$ cat src/rtl/lcd_ld_pkg.sv
package lcd_ld_pkg;

    // Default geometry of the loader
    localparam int IMG_BITS_D   = 105;
    localparam int PAY_BITS_D   = 48;
    localparam int ADDR_BITS_D  = 8;
    localparam int SLICE_LO_D   = 36;
    localparam int SLICE_MID_D  = 36;
    localparam int CTRL_POS_D   = 39;
    localparam int CTRL_BITS    = 7;
    localparam logic [7:0] DEV_ID_D = 8'h46;

    typedef enum logic [1:0] {
        FRM_NONE = 2'd0,
        FRM_LOW  = 2'd1,
        FRM_MID  = 2'd2,
        FRM_HIGH = 2'd3
    } frame_e;

    typedef struct packed {
        logic [3:0] port_code;
        logic       half_bias;
        logic       blank;
        logic       save;
    } ctrl_t;

    // first = earlier-sent direction bit, second = final bit of the payload
    function automatic frame_e decode_dir(input logic first, input logic second);
        case ({first, second})
            2'b00:   return FRM_LOW;
            2'b01:   return FRM_MID;
            2'b10:   return FRM_HIGH;
            default: return FRM_NONE;
        endcase
    endfunction

    // bits[0] is the earliest-sent control bit
    function automatic ctrl_t unpack_ctrl(input logic [CTRL_BITS-1:0] bits);
        ctrl_t c;
        c.port_code = {bits[0], bits[1], bits[2], bits[3]};
        c.half_bias = bits[4];
        c.blank     = bits[5];
        c.save      = bits[6];
        return c;
    endfunction

endpackage

$ cat src/rtl/lcd_ld_sync.sv
module lcd_ld_sync #(
    parameter int STAGES = 2,
    parameter int W      = 3
) (
    input  logic         clk,
    input  logic         rst,
    input  logic [W-1:0] din,
    output logic [W-1:0] dout
);
    logic [STAGES-1:0][W-1:0] chain;

    generate
        if (STAGES == 1) begin : g_single
            always_ff @(posedge clk) begin
                if (rst) chain <= '0;
                else     chain[0] <= din;
            end
        end else begin : g_multi
            always_ff @(posedge clk) begin
                if (rst) chain <= '0;
                else     chain <= {chain[STAGES-2:0], din};
            end
        end
    endgenerate

    assign dout = chain[STAGES-1];
endmodule

$ cat src/rtl/lcd_ld_front.sv
module lcd_ld_front #(
    parameter int SYNC_STAGES = 2
) (
    input  logic clk,
    input  logic rst,
    input  logic ser_en,
    input  logic ser_clk,
    input  logic ser_dat,
    output logic en_lvl,
    output logic en_rise,
    output logic en_fall,
    output logic bit_stb,
    output logic bit_val
);
    logic [2:0] synced;
    logic       en_prev;
    logic       clk_prev;

    lcd_ld_sync #(.STAGES(SYNC_STAGES), .W(3)) u_sync (
        .clk  (clk),
        .rst  (rst),
        .din  ({ser_en, ser_clk, ser_dat}),
        .dout (synced)
    );

    always_ff @(posedge clk) begin
        if (rst) begin
            en_prev  <= 1'b0;
            clk_prev <= 1'b0;
        end else begin
            en_prev  <= synced[2];
            clk_prev <= synced[1];
        end
    end

    assign en_lvl  = synced[2];
    assign en_rise = synced[2] & ~en_prev;
    assign en_fall = ~synced[2] & en_prev;
    assign bit_stb = synced[1] & ~clk_prev;
    assign bit_val = synced[0];
endmodule

$ cat src/rtl/lcd_ld_addr.sv
module lcd_ld_addr #(
    parameter int                 ADDR_BITS = 8,
    parameter logic [ADDR_BITS-1:0] DEV_ID  = 8'h46
) (
    input  logic clk,
    input  logic rst,
    input  logic en_lvl,
    input  logic en_rise,
    input  logic bit_stb,
    input  logic bit_val,
    output logic addr_hit
);
    logic [ADDR_BITS-1:0] shreg;

    // LSB-first: newest bit enters at the top, earliest ends at bit 0
    always_ff @(posedge clk) begin
        if (rst) begin
            shreg    <= '0;
            addr_hit <= 1'b0;
        end else begin
            if (bit_stb && !en_lvl)
                shreg <= {bit_val, shreg[ADDR_BITS-1:1]};
            if (en_rise)
                addr_hit <= (shreg == DEV_ID);
        end
    end

    AST_HIT_ONLY_AT_RISE: assert property (@(posedge clk) disable iff (rst)
        $rose(addr_hit) |-> $past(en_rise));

endmodule

$ cat src/rtl/lcd_ld_payload.sv
module lcd_ld_payload #(
    parameter int PAY_BITS = 48
) (
    input  logic                clk,
    input  logic                rst,
    input  logic                en_lvl,
    input  logic                en_rise,
    input  logic                bit_stb,
    input  logic                bit_val,
    output logic [PAY_BITS-1:0] pay,
    output logic                pay_full
);
    localparam int CNT_W = $clog2(PAY_BITS + 2);
    localparam logic [CNT_W-1:0] CNT_FULL = CNT_W'(PAY_BITS);

    logic [CNT_W-1:0] cnt;

    always_ff @(posedge clk) begin
        if (rst) begin
            cnt <= '0;
            pay <= '0;
        end else if (en_rise) begin
            cnt <= '0;
        end else if (en_lvl && bit_stb) begin
            for (int i = 0; i < PAY_BITS; i++) begin
                if (cnt == CNT_W'(i)) pay[i] <= bit_val;
            end
            // saturate one past full so over-length transfers are recognised
            if (cnt <= CNT_FULL) cnt <= cnt + 1'b1;
        end
    end

    assign pay_full = (cnt == CNT_FULL);

    AST_CNT_CLEARED: assert property (@(posedge clk) disable iff (rst)
        $past(en_rise) |-> (cnt == '0));

    AST_CNT_ONE_STEP: assert property (@(posedge clk) disable iff (rst)
        (!$past(en_rise) && (cnt != $past(cnt))) |-> (cnt == $past(cnt) + 1'b1));

    AST_CNT_NEEDS_STROBE: assert property (@(posedge clk) disable iff (rst)
        (!$past(en_rise) && (cnt != $past(cnt))) |-> $past(bit_stb && en_lvl));

endmodule

$ cat src/rtl/lcd_ld_store.sv
module lcd_ld_store
    import lcd_ld_pkg::*;
#(
    parameter int IMG_BITS  = 105,
    parameter int PAY_BITS  = 48,
    parameter int SLICE_LO  = 36,
    parameter int SLICE_MID = 36,
    parameter int CTRL_POS  = 39
) (
    input  logic                clk,
    input  logic                rst,
    input  logic                commit,
    input  logic [PAY_BITS-1:0] pay,
    output logic [IMG_BITS-1:0] img,
    output ctrl_t               ctrl
);
    localparam int MID_BASE = SLICE_LO;
    localparam int HI_BASE  = SLICE_LO + SLICE_MID;
    localparam int SLICE_HI = IMG_BITS - HI_BASE;

    frame_e frm;
    assign frm = decode_dir(pay[PAY_BITS-2], pay[PAY_BITS-1]);

    always_ff @(posedge clk) begin
        if (rst) begin
            img  <= '0;
            ctrl <= '0;
        end else if (commit) begin
            case (frm)
                FRM_LOW: begin
                    img[SLICE_LO-1:0] <= pay[SLICE_LO-1:0];
                    ctrl              <= unpack_ctrl(pay[CTRL_POS +: CTRL_BITS]);
                end
                FRM_MID:  img[HI_BASE-1:MID_BASE] <= pay[SLICE_MID-1:0];
                FRM_HIGH: img[IMG_BITS-1:HI_BASE] <= pay[SLICE_HI-1:0];
                default: ;
            endcase
        end
    end

    AST_IMG_ONLY_ON_COMMIT: assert property (@(posedge clk) disable iff (rst)
        !$stable(img) |-> $past(commit));

    AST_CTRL_ONLY_LOW_FRAME: assert property (@(posedge clk) disable iff (rst)
        !$stable(ctrl) |-> $past(commit && frm == FRM_LOW));

    AST_MID_KEEPS_OTHERS: assert property (@(posedge clk) disable iff (rst)
        $past(commit && frm == FRM_MID) |->
            ($stable(img[MID_BASE-1:0]) && $stable(img[IMG_BITS-1:HI_BASE])));

    AST_HIGH_KEEPS_OTHERS: assert property (@(posedge clk) disable iff (rst)
        $past(commit && frm == FRM_HIGH) |->
            ($stable(img[HI_BASE-1:0]) && $stable(ctrl)));

    AST_CODE11_IGNORED: assert property (@(posedge clk) disable iff (rst)
        $past(commit && frm == FRM_NONE) |-> ($stable(img) && $stable(ctrl)));

endmodule

$ cat src/rtl/lcd_serial_loader.sv
module lcd_serial_loader
    import lcd_ld_pkg::*;
#(
    parameter int IMG_BITS    = IMG_BITS_D,
    parameter int PAY_BITS    = PAY_BITS_D,
    parameter int ADDR_BITS   = ADDR_BITS_D,
    parameter logic [ADDR_BITS-1:0] DEV_ID = DEV_ID_D,
    parameter int SLICE_LO    = SLICE_LO_D,
    parameter int SLICE_MID   = SLICE_MID_D,
    parameter int CTRL_POS    = CTRL_POS_D,
    parameter int SYNC_STAGES = 2
) (
    input  logic                clk,
    input  logic                rst,
    input  logic                ser_en,
    input  logic                ser_clk,
    input  logic                ser_dat,
    output logic [IMG_BITS-1:0] seg_image,
    output logic [3:0]          port_code,
    output logic                half_bias,
    output logic                seg_blank,
    output logic                power_save
);
    logic en_lvl, en_rise, en_fall, bit_stb, bit_val;
    logic addr_hit, pay_full, commit;
    logic [PAY_BITS-1:0] pay;
    ctrl_t ctrl;

    lcd_ld_front #(.SYNC_STAGES(SYNC_STAGES)) u_front (
        .clk     (clk),
        .rst     (rst),
        .ser_en  (ser_en),
        .ser_clk (ser_clk),
        .ser_dat (ser_dat),
        .en_lvl  (en_lvl),
        .en_rise (en_rise),
        .en_fall (en_fall),
        .bit_stb (bit_stb),
        .bit_val (bit_val)
    );

    lcd_ld_addr #(.ADDR_BITS(ADDR_BITS), .DEV_ID(DEV_ID)) u_addr (
        .clk      (clk),
        .rst      (rst),
        .en_lvl   (en_lvl),
        .en_rise  (en_rise),
        .bit_stb  (bit_stb),
        .bit_val  (bit_val),
        .addr_hit (addr_hit)
    );

    lcd_ld_payload #(.PAY_BITS(PAY_BITS)) u_pay (
        .clk      (clk),
        .rst      (rst),
        .en_lvl   (en_lvl),
        .en_rise  (en_rise),
        .bit_stb  (bit_stb),
        .bit_val  (bit_val),
        .pay      (pay),
        .pay_full (pay_full)
    );

    assign commit = en_fall & addr_hit & pay_full;

    lcd_ld_store #(
        .IMG_BITS  (IMG_BITS),
        .PAY_BITS  (PAY_BITS),
        .SLICE_LO  (SLICE_LO),
        .SLICE_MID (SLICE_MID),
        .CTRL_POS  (CTRL_POS)
    ) u_store (
        .clk    (clk),
        .rst    (rst),
        .commit (commit),
        .pay    (pay),
        .img    (seg_image),
        .ctrl   (ctrl)
    );

    assign port_code  = ctrl.port_code;
    assign half_bias  = ctrl.half_bias;
    assign seg_blank  = ctrl.blank;
    assign power_save = ctrl.save;

    AST_BAD_ADDR_HOLDS: assert property (@(posedge clk) disable iff (rst)
        (en_fall && !addr_hit) |=> ($stable(seg_image) && $stable(ctrl)));

    AST_LENGTH_GATES: assert property (@(posedge clk) disable iff (rst)
        (en_fall && !pay_full) |=> ($stable(seg_image) && $stable(ctrl)));

    AST_HOLD_WHILE_ENABLED: assert property (@(posedge clk) disable iff (rst)
        (en_lvl && $past(en_lvl)) |-> ($stable(seg_image) && $stable(ctrl)));

endmodule

$ cat config.mk
export PLATFORM = sky130hd
export DESIGN_NAME = lcd_serial_loader
export DESIGN_NICKNAME = d
export VERILOG_FILES = /design/src/rtl/lcd_ld_pkg.sv /design/src/rtl/lcd_ld_sync.sv /design/src/rtl/lcd_ld_front.sv /design/src/rtl/lcd_ld_addr.sv /design/src/rtl/lcd_ld_payload.sv /design/src/rtl/lcd_ld_store.sv /design/src/rtl/lcd_serial_loader.sv
export SDC_FILE = /design/constraint.sdc
export NUM_CORES = 1
export LEC_CHECK = 0
export ABC_AREA = 1
export BUFFER_PORTS_ARGS = -buffer_cell sky130_fd_sc_hd__buf_2
export CAP_MARGIN = 20
export CORE_UTILIZATION = 44
export DETAILED_ROUTE_END_ITERATION = 6
export PLACE_DENSITY = 0.64
export SKIP_LAST_GASP = 1
export SLEW_MARGIN = 20
export SYNTH_ARGS = -nofsm -noshare
export SYNTH_HDL_FRONTEND = slang
export SYNTH_SLANG_ARGS = --single-unit
export TNS_END_PERCENT = 50
$ cat constraint.sdc
create_clock -name clk -period 2.75 [get_ports clk]
set_clock_uncertainty 0.2 [all_clocks]
set_input_delay 0.4125 -clock clk [delete_from_list [all_inputs] [get_ports clk]]
set_output_delay 0.4125 -clock clk [all_outputs]
set_load 0.01 [all_outputs]
==> impl_metrics.tcl, run 1 <==
set metrics [dict create \
    slew_headroom_pct 45.60 \
    place_hpwl_um 14440 \
    synth_area_um2 8643 \
    num_antenna_cells 0 \
    cts_resized 0 \
    path_delay_family "buffers and inverters" \
    gr-usage-all-layers_pct 21.37 \
    drc_errors 0 \
    nets 1447 \
    fin_crit_ps 2087 \
    cts_tree "built" \
    power.density_nw_per_um2 515.2 \
    p_total_uw 5146 \
    syn_avg_cell_area_um2 6.384 \
    wl_per_cell_um 12.32 \
    drive_gt1_share_pct 12.82 \
    p_sw_share_pct 23.56 \
    p_int_uw 3933 \
    port_buffers 116 \
    synth.distinct_cells 24 \
    ys_seq_area_share_pct 41.69 \
    syn2layout_area_growth_pct 15.55 \
    boundaryPins 117 \
    cts.sinks 180 \
    grt_first_pass_wirelength_um 34020 \
    max_freq_mhz 479.2 \
    grt_start_max_net_pins 61 \
    required_ps 2880 \
    dr_total_vias 7824 \
    grt_pass1_vias 6793 \
    postRouteAntennaNets 0 \
    crit_type "reg2reg" \
    syn_nets 1363 \
    crit_buf_inv 4 \
    coreArea_um2 18960 \
    setup_tns_ps 0 \
    syn_inst 1354 \
    wirelength_um 21080 \
    setup_viol 0 \
    worst_ep_arrival_time_ps 2210 \
    hold_viol 0 \
    outcome "finished clean" \
    clk_path_buf_depth 2 \
    rows 50 \
    via_per_inst 4.573 \
    cts_buffers 17 \
    pwr-share-seq_pct 50.9 \
    crit_fanout 43 \
    yosys_warnings 0 \
    gp_congestion 0.8120 \
    h-tree-depth 4 \
    min_path_type "in2reg" \
    clockRootBuffer "clkbuf_16" \
    clk-insertion-delay-late_ps 430 \
    slew_viol_final 0 \
    overflow 0 \
    p_clk_share_pct 46.1 \
    die_y_um 142.2 \
    cp_cell_sequence "inv_1, ha_1, inv_2, nor2_8, nand3_4, buf_4, nand2_1, inv_1, nor2_1" \
    p_leak_uw 0.004890 \
    rsz0062_at_grt "false" \
    netSwitchingPower_uw 1212 \
    die_w_um 142.2 \
    cap_viol_max_count 0 \
    setup.worst_path.start_class "register" \
    fin_crit_sh_pct 75.89 \
    drt_iter0_markers 457 \
    vdd_ir_drop_max_v 0.0004315 \
    slowest_stage "dfxtp_1" \
    start_util_pct 45.60 \
    antenna_found_initial 0 \
    clkTransAtPathRegs_ps 70 \
    die-area_um2 20210 \
    tightest_slew_ps 814.9 \
    drt_first_pass_iters 5 \
    combinationalPowerShare_pct 3.0 \
    max_stage_delay_ps 420 \
    endpoint_kind "register" \
    ys_ff_latch 180 \
    crit_path_frequent_cell "inv_1" \
]
final timing paths:
kind,start,cells past startpoint,slack [ps],endpoint
setup / recovery,u_pay.cnt[0],9,660,u_store.img[25]
setup reg to reg,u_pay.cnt[0],9,660,u_store.img[25]
hold reg to reg,u_front.u_sync.chain[1],2,200,u_front.u_sync.dout[1]
hold / removal,rst,2,70,u_front.u_sync.chain[2]
synthesized netlist by cell type (all sizes together):
| library cell | instances | area share, % |
|---|---|---|
| clkbuf | 20 | 0.87 |
| nor3 | 1 | 0.058 |
| nor2 | 193 | 8.7 |
| a21oi | 30 | 1.7 |
| inv | 330 | 14 |
| dfxtp | 180 | 42 |
| nand3 | 63 | 4.0 |
| nand4 | 114 | 8.3 |
| nand2 | 349 | 15 |
| clkinv | 1 | 0.043 |
| xor2 | 1 | 0.10 |
| o21ai | 9 | 0.52 |
| buf | 59 | 3.9 |
| ha | 4 | 0.58 |
layer usage:
metal	up-vias	track usage [%]	share of wire, %
met5	-	0	0
met3	26	3.365	4.2
met2	176	36.56	48
li1	4184	-	-
met1	3438	27.55	46
met4	0	6.508	1.6
registers in the layout (all words and copies together), names as in the netlist:
signal,count
u_pay.cnt,6
u_store.img,105
u_front.en_prev,1
u_front.u_sync.dout,3
u_front.u_sync.chain,3
u_store.ctrl,7
u_addr.shreg,8
u_addr.addr_hit,1
u_front.clk_prev,1
u_pay.pay,45
metrics by stage:
step	setup WS, ps	cell area (um2)	util (%)	hold slack, ps	std cells
finish	663.1	9987	52.69	72.69	1711
detailed placement	677.2	9398	49.58	192.0	1676
global route	484.7	9987	52.69	84.14	1711
floorplan	1066	8643	-	188.3	1354
CTS	635.7	9987	52.69	64.31	1711
global placement	746.2	9398	49.58	189.9	1676
cell type report:
cell class,instances,area [um2]
Tap cell,260,325.3
Fill cell,1968,8969
Multi-Input combinational cell,764,3393
Sequential cell,180,3603
Clock buffer,20,436.7
Clock inverter,12,122.6
Timing Repair Buffer,144,860.8
Inverter,331,1245
cells by family after synthesis:
kind of cell,Yosys count,synth area share (%)
AO/OA/AOI/OAI,39,2.258
XOR/XNOR,1,0.1014
adder cells (fa/ha/maj),4,0.5791
buffers and inverters,410,19.11
flip-flops,180,41.69
AND/OR/NAND/NOR,720,36.26
cell usage in the layout (no fill, tap or decap), types with 17 or more instances in the layout:
| cell | synthesis | final |
|---|---|---|
| buf_2 | 27 | 116 |
| buf_4 | 13 | 20 |
| nand4_1 | 114 | 114 |
| clkbuf_16 | 0 | 17 |
| dfxtp_1 | 180 | 180 |
| inv_1 | 325 | 325 |
| a21oi_1 | 30 | 30 |
| nand2_1 | 348 | 348 |
| nor2_1 | 189 | 187 |
| nand3_1 | 60 | 60 |
worst register-to-register path: stages (launching register included):
cell,delay (ps)
dfxtp_1,420
inv_1,110
ha_1,230
inv_2,130
nor2_8,120
nand3_4,90
buf_4,410
nand2_1,140
inv_1,80
nor2_1,40
repair_timing:
item / 4_1_cts / 5_1_grt
hold buffers: 3 / 0
endpoints found under the setup margin: 0 / 0
endpoints found under the hold margin: 3 / 0
buffers inserted: 0 / 0
power groups by stage:
stage	registers, uW	logic [uW]	clock network [uW]
floorplan	2680	116	0
global placement	2680	152	0
detailed placement	2680	152	0
CTS	2620	155	2410
global route	2620	175	2500
finish	2620	153	2370
Power figures use the tool's default switching activity.
==> inputs of run 2 (changes only) <==
--- a/config.mk
+++ b/config.mk
@@ -10,7 +10,7 @@
 export CAP_MARGIN = 20
 export CORE_UTILIZATION = 44
 export DETAILED_ROUTE_END_ITERATION = 6
-export PLACE_DENSITY = 0.64
+export PLACE_DENSITY = 0.66
 export SKIP_LAST_GASP = 1
 export SLEW_MARGIN = 20
 export SYNTH_ARGS = -nofsm -noshare
==> constraint.sdc (replaced) <==
create_clock -name clk -period 1.9 [get_ports clk]
set_clock_uncertainty 0.2 [all_clocks]
set_input_delay 0.285 -clock clk [delete_from_list [all_inputs] [get_ports clk]]
set_output_delay 0.285 -clock clk [all_outputs]
set_load 0.01 [all_outputs]
==> run 2 against run 1 <==
  * Die area unchanged
  * Combinational power increased by 58%
  * Worst setup slack got worse by 580 ps
  * Critical path type unchanged
  * Largest power group unchanged
==> impl_metrics.tcl, run 2 (same netlist as run 1, synthesis figures left out) <==
set metrics [dict create \
    clockRootBuffer "clkbuf_16" \
    cts_setup_buffers 0 \
    h-tree-depth 4 \
    mostFrequentLayoutCell "nand2_1" \
    max_stage_delay_ps 330 \
    placedCellCount 1693 \
    drc_errors 0 \
    path_delay_family "simple AND/OR/NAND/NOR gates" \
    worst_ep_arrival_time_ps 1930 \
    rsz0062_at_grt "true" \
    wl_met1_um 10100 \
    drt_first_pass_iters 5 \
    clk-insertion-delay-late_ps 430 \
    coreArea_um2 18960 \
    drive_gt1_share_pct 14.06 \
    clk_path_buf_depth 2 \
    vdd_ir_drop_max_v 0.0005917 \
    dr_wl_met2_um 9888 \
    highest_layer "met4" \
    die-area_um2 20210 \
    nets 1468 \
    stdcell_count 1732 \
    min_path_type "reg2reg" \
    boundaryPins 117 \
    crit_fanout 5 \
    setup_slack_ps 85.92 \
    die_y_um 142.2 \
    required_ps 2020 \
    biggestRegsByFlops "u_store.img x105, u_pay.pay x45, u_addr.shreg x8" \
    mostFrequentLayoutCells "nand2_1 (348), inv_1 (325), nor2_1 (185)" \
    cts_buffers 17 \
    power.density_nw_per_um2 724.5 \
    cts_tree "built" \
    grt_first_pass_wirelength_um 34670 \
    postRouteAntennaNets 0 \
    drt_iter0_markers 445 \
    place_hpwl_um 13830 \
    setup_viol 0 \
    via_per_inst 4.546 \
    p_leak_uw 0.005053 \
    overflow 0 \
    clkTransAtPathRegs_ps 70 \
    gp_congestion 0.8085 \
    slowest_stage "dfxtp_1" \
    slew_headroom_pct 68.06 \
    fin_crit_sh_pct 95.48 \
    cap_viol_max_count 0 \
    hold_viol 0 \
    die_w_um 142.2 \
    regMostFlops "u_store.img" \
    fin_crit_ps 1814 \
    port_buffers 116 \
    tightest_slew_ps 477.8 \
    setup.worst_path.start_class "register" \
    wirelength_um 21120 \
    dr_total_vias 7874 \
    syn2layout_area_growth_pct 19.12 \
    endpoint_kind "register" \
    crit_type "reg2reg" \
    gr-usage-all-layers_pct 21.70 \
    max_freq_mhz 551.2 \
    p_total_uw 7459 \
    antenna_found_initial 0 \
    slew_viol_final 0 \
    outcome "finished clean" \
    wl_per_cell_um 12.19 \
    rows 50 \
    setup_tns_ps 0 \
    place_ws_ps 119.5 \
    grt_start_max_net_pins 65 \
    cp_cell_sequence "buf_4, ha_1, inv_1, nor2_1, buf_4, nand3_1, nand2_1, nor2_1" \
    num_antenna_cells 0 \
    cts.sinks 180 \
    wl_met3_um 786 \
    largest_reg_flops 105 \
    grt_pass1_vias 7033 \
    start_util_pct 45.60 \
    crit_buf_inv 3 \
]
-- run 2: worst paths after layout --
kind,endpoint,cells past startpoint,from,slack [ps]
min reg2reg,u_front.u_sync.dout[2],2,u_front.u_sync.chain[2],200
max,u_pay.pay[11],8,u_pay.cnt[1],90
min,u_front.u_sync.dout[2],2,u_front.u_sync.chain[2],200
max reg2reg,u_pay.pay[11],8,u_pay.cnt[1],90
-- run 2: worst min-delay path, delay by kind of cell (launching register included) --
| family | cells | cell delay, ps |
|---|---|---|
| DFF | 1 | 300 |
| buffers and inverters | 1 | 40 |
| and+or+nand+nor | 1 | 30 |
-- run 2: power breakdown --
group | total (uW) | internal, uW | switching (uW)
combinational | 241 | 88.6 | 152
clock | 3420 | 1860 | 1570
sequential | 3790 | 3790 | 7.41
total | 7460 | 5730 | 1730
-- run 2: cell type report --
type / instances / area [um2]
clock buffers: 19 / 442.9
clock inverters: 13 / 123.9
fillers: 1953 / 8660
inverters: 331 / 1245
multi-input cells: 764 / 3403
flip-flops and latches: 180 / 3603
well taps: 260 / 325.3
repair buffers: 165 / 1152
-- run 2: through the flow --
step | util [%] | hold WS [ps] | cell area (um2)
2_1_floorplan | - | 188.3 | 8643
3_3_place_gp | 50.90 | 190.7 | 9648
3_5_place_dp | 50.90 | 192.8 | 9648
4_1_cts | 54.26 | 202.2 | 10280
5_1_grt | 54.32 | 209.4 | 10300
6_report | 54.32 | 201.9 | 10300
-- run 2: what timing repair did --
item,in CTS,in global routing
setup endpoints to repair,0,27
hold endpoints to repair,8,0
hold buffers,7,0
resized for setup,0,2
-- run 2: layer usage --
metal / global-route usage, % / vias up
met2: 36.40 / 168
met1: 28.50 / 3456
met5: 0 / -
li1: - / 4227
met4: 7.018 / 0
met3: 3.264 / 23
==> inputs of run 3 (changes only) <==
==> constraint.sdc (replaced) <==
create_clock -name clk -period 1.5 [get_ports clk]
set_clock_uncertainty 0.2 [all_clocks]
set_input_delay 0.225 -clock clk [delete_from_list [all_inputs] [get_ports clk]]
set_output_delay 0.225 -clock clk [all_outputs]
set_load 0.01 [all_outputs]
==> run 3 against run 2 <==
  * The flow now finishes with violations (negative setup slack)
  * Total power grew 27%
  * Die area is the same
  * Design area is 9.5% higher
  * Final cell count rose by 3.3%
  * Register-to-register slack worse by 260 ps
  * Global-route usage up 1.1 points
  * Highest routed layer unchanged
==> impl_metrics.tcl, run 3 (same netlist as run 1, synthesis figures left out) <==
set metrics [dict create \
    outcome "finished, violations left" \
    violations "negative setup slack" \
    gp_congestion 0.7905 \
    wirelength_um 24510 \
    crit_type "reg2reg" \
    required_ps 1680 \
    h-tree-depth 4 \
    port_buffers 116 \
    via_per_inst 4.749 \
    clk_path_buf_depth 2 \
    hold_slack_ps 199.0 \
    hold_viol 0 \
    mostFrequentLayoutCell "nand2_1" \
    drc_errors 0 \
    clockRootBuffer "clkbuf_16" \
    drt_iter0_markers 502 \
    setup_viol 138 \
    rsz0062_at_grt "true" \
    wl_met1_um 10410 \
    p_total_uw 9500 \
    die_w_um 142.2 \
    nFillCells 1759 \
    cts_tree "built" \
    highest_layer "met4" \
    start_util_pct 45.60 \
    crit_fanout 8 \
    coreArea_um2 18960 \
    mostFrequentLayoutCells "nand2_1 (323), inv_1 (311), nor2_1 (177)" \
    grt_start_max_net_pins 46 \
    vdd_ir_drop_max_v 0.0007983 \
    stdcell_count 1790 \
    drt_first_pass_iters 5 \
    setup_slack_ps -177.6 \
    setup.worst_path.start_class "register" \
    final_util_pct 59.47 \
    worst_ep_arrival_time_ps 1850 \
    cap_viol_max_count 0 \
    fin_crit_sh_pct 111.8 \
    nets 1526 \
    wl_met3_um 1422 \
    syn2layout_area_growth_pct 30.41 \
    cts_buffers 17 \
    regMostFlops "u_store.img" \
    fin_crit_ps 1678 \
    largest_reg_flops 105 \
    p_leak_uw 0.005539 \
    placedCellCount 1720 \
    biggestRegsByFlops "u_store.img x105, u_pay.pay x45, u_addr.shreg x8" \
    min_path_type "reg2reg" \
    max_freq_mhz 596.1 \
    place_hpwl_um 14990 \
    tightest_slew_ps 342.3 \
    power.density_nw_per_um2 842.7 \
    cts.sinks 180 \
    gr-usage-all-layers_pct 22.80 \
    clkTransAtPathRegs_ps 60 \
    endpoint_kind "register" \
    grt_pass1_vias 7235 \
    slew_headroom_pct 77.10 \
    die-area_um2 20210 \
    dr_total_vias 8501 \
    dr_wl_met2_um 11610 \
    boundaryPins 117 \
    clk-insertion-delay-late_ps 440 \
    wl_per_cell_um 13.69 \
    num_antenna_cells 0 \
    grt_first_pass_wirelength_um 35980 \
    overflow 0 \
    slew_viol_final 0 \
    antenna_found_initial 0 \
    drive_gt1_share_pct 20.92 \
    die_y_um 142.2 \
    postRouteAntennaNets 0 \
    rows 50 \
]
[run 3: final cells by class]
cell class	instances	area (um2)	share of cell area, %
inverters	331	1252	11.11
multi-input cells	764	3543	31.44
flip-flops and latches	180	3610	32.02
clock inverters	11	101.3	0.8991
repair buffers	223	1979	17.56
clock buffers	21	460.4	4.085
well taps	260	325.3	2.886
[run 3: routing by layer]
metal | vias up | GRT usage (%)
met1 | 3814 | 27.53
met4 | 0 | 11.88
met2 | 278 | 38.34
met5 | - | 0
met3 | 58 | 4.509
li1 | 4351 | -
[run 3: critical path, cell delays in order (launching register included)]
cell and delay (ps):
dfxtp_2 320, inv_2 70, ha_4 150, inv_4 50, nor2_8 110, buf_12 130, nand3_4 180, buf_6 230
nand2_1 60, inv_1 30, nor2_1 80
[run 3: worst paths after layout]
kind / start / to / slack, ps / cells past startpoint
worst max-delay path: u_pay.cnt[0] / u_store.img[57] / -180 / 10
worst min-delay path: u_front.u_sync.chain[2] / u_front.u_sync.dout[2] / 200 / 2
worst max register to register: u_pay.cnt[0] / u_store.img[57] / -180 / 10
worst min register to register: u_front.u_sync.chain[2] / u_front.u_sync.dout[2] / 200 / 2
[run 3: timing repair]
action / 4_1_cts / 5_1_grt
hold buffers: 7 / 0
gates cloned: 1 / 16
buffers inserted: 6 / 9
setup endpoints to repair: 150 / 163
endpoints found under the hold margin: 8 / 0
pin swaps: 5 / 35
resized for setup: 18 / 49
[run 3: report_power, final]
part / leakage, uW / internal (uW) / switching, uW
clock: 0.000266 / 2380 / 1960
sequential: 0.00145 / 4800 / 10.7
combinational: 0.00382 / 140 / 211
total: 0.00554 / 7320 / 2180
[run 3: stage by stage]
stage / area (um2) / TNS (ps) / setup slack [ps]
floorplan: 8698 / -693.6 / -8.939
global placement: 9976 / -4651 / -83.36
detailed placement: 9976 / -7645 / -84.92
CTS: 10760 / -8734 / -115.4
global route: 11270 / -27860 / -260.5
finish: 11270 / -14120 / -177.6
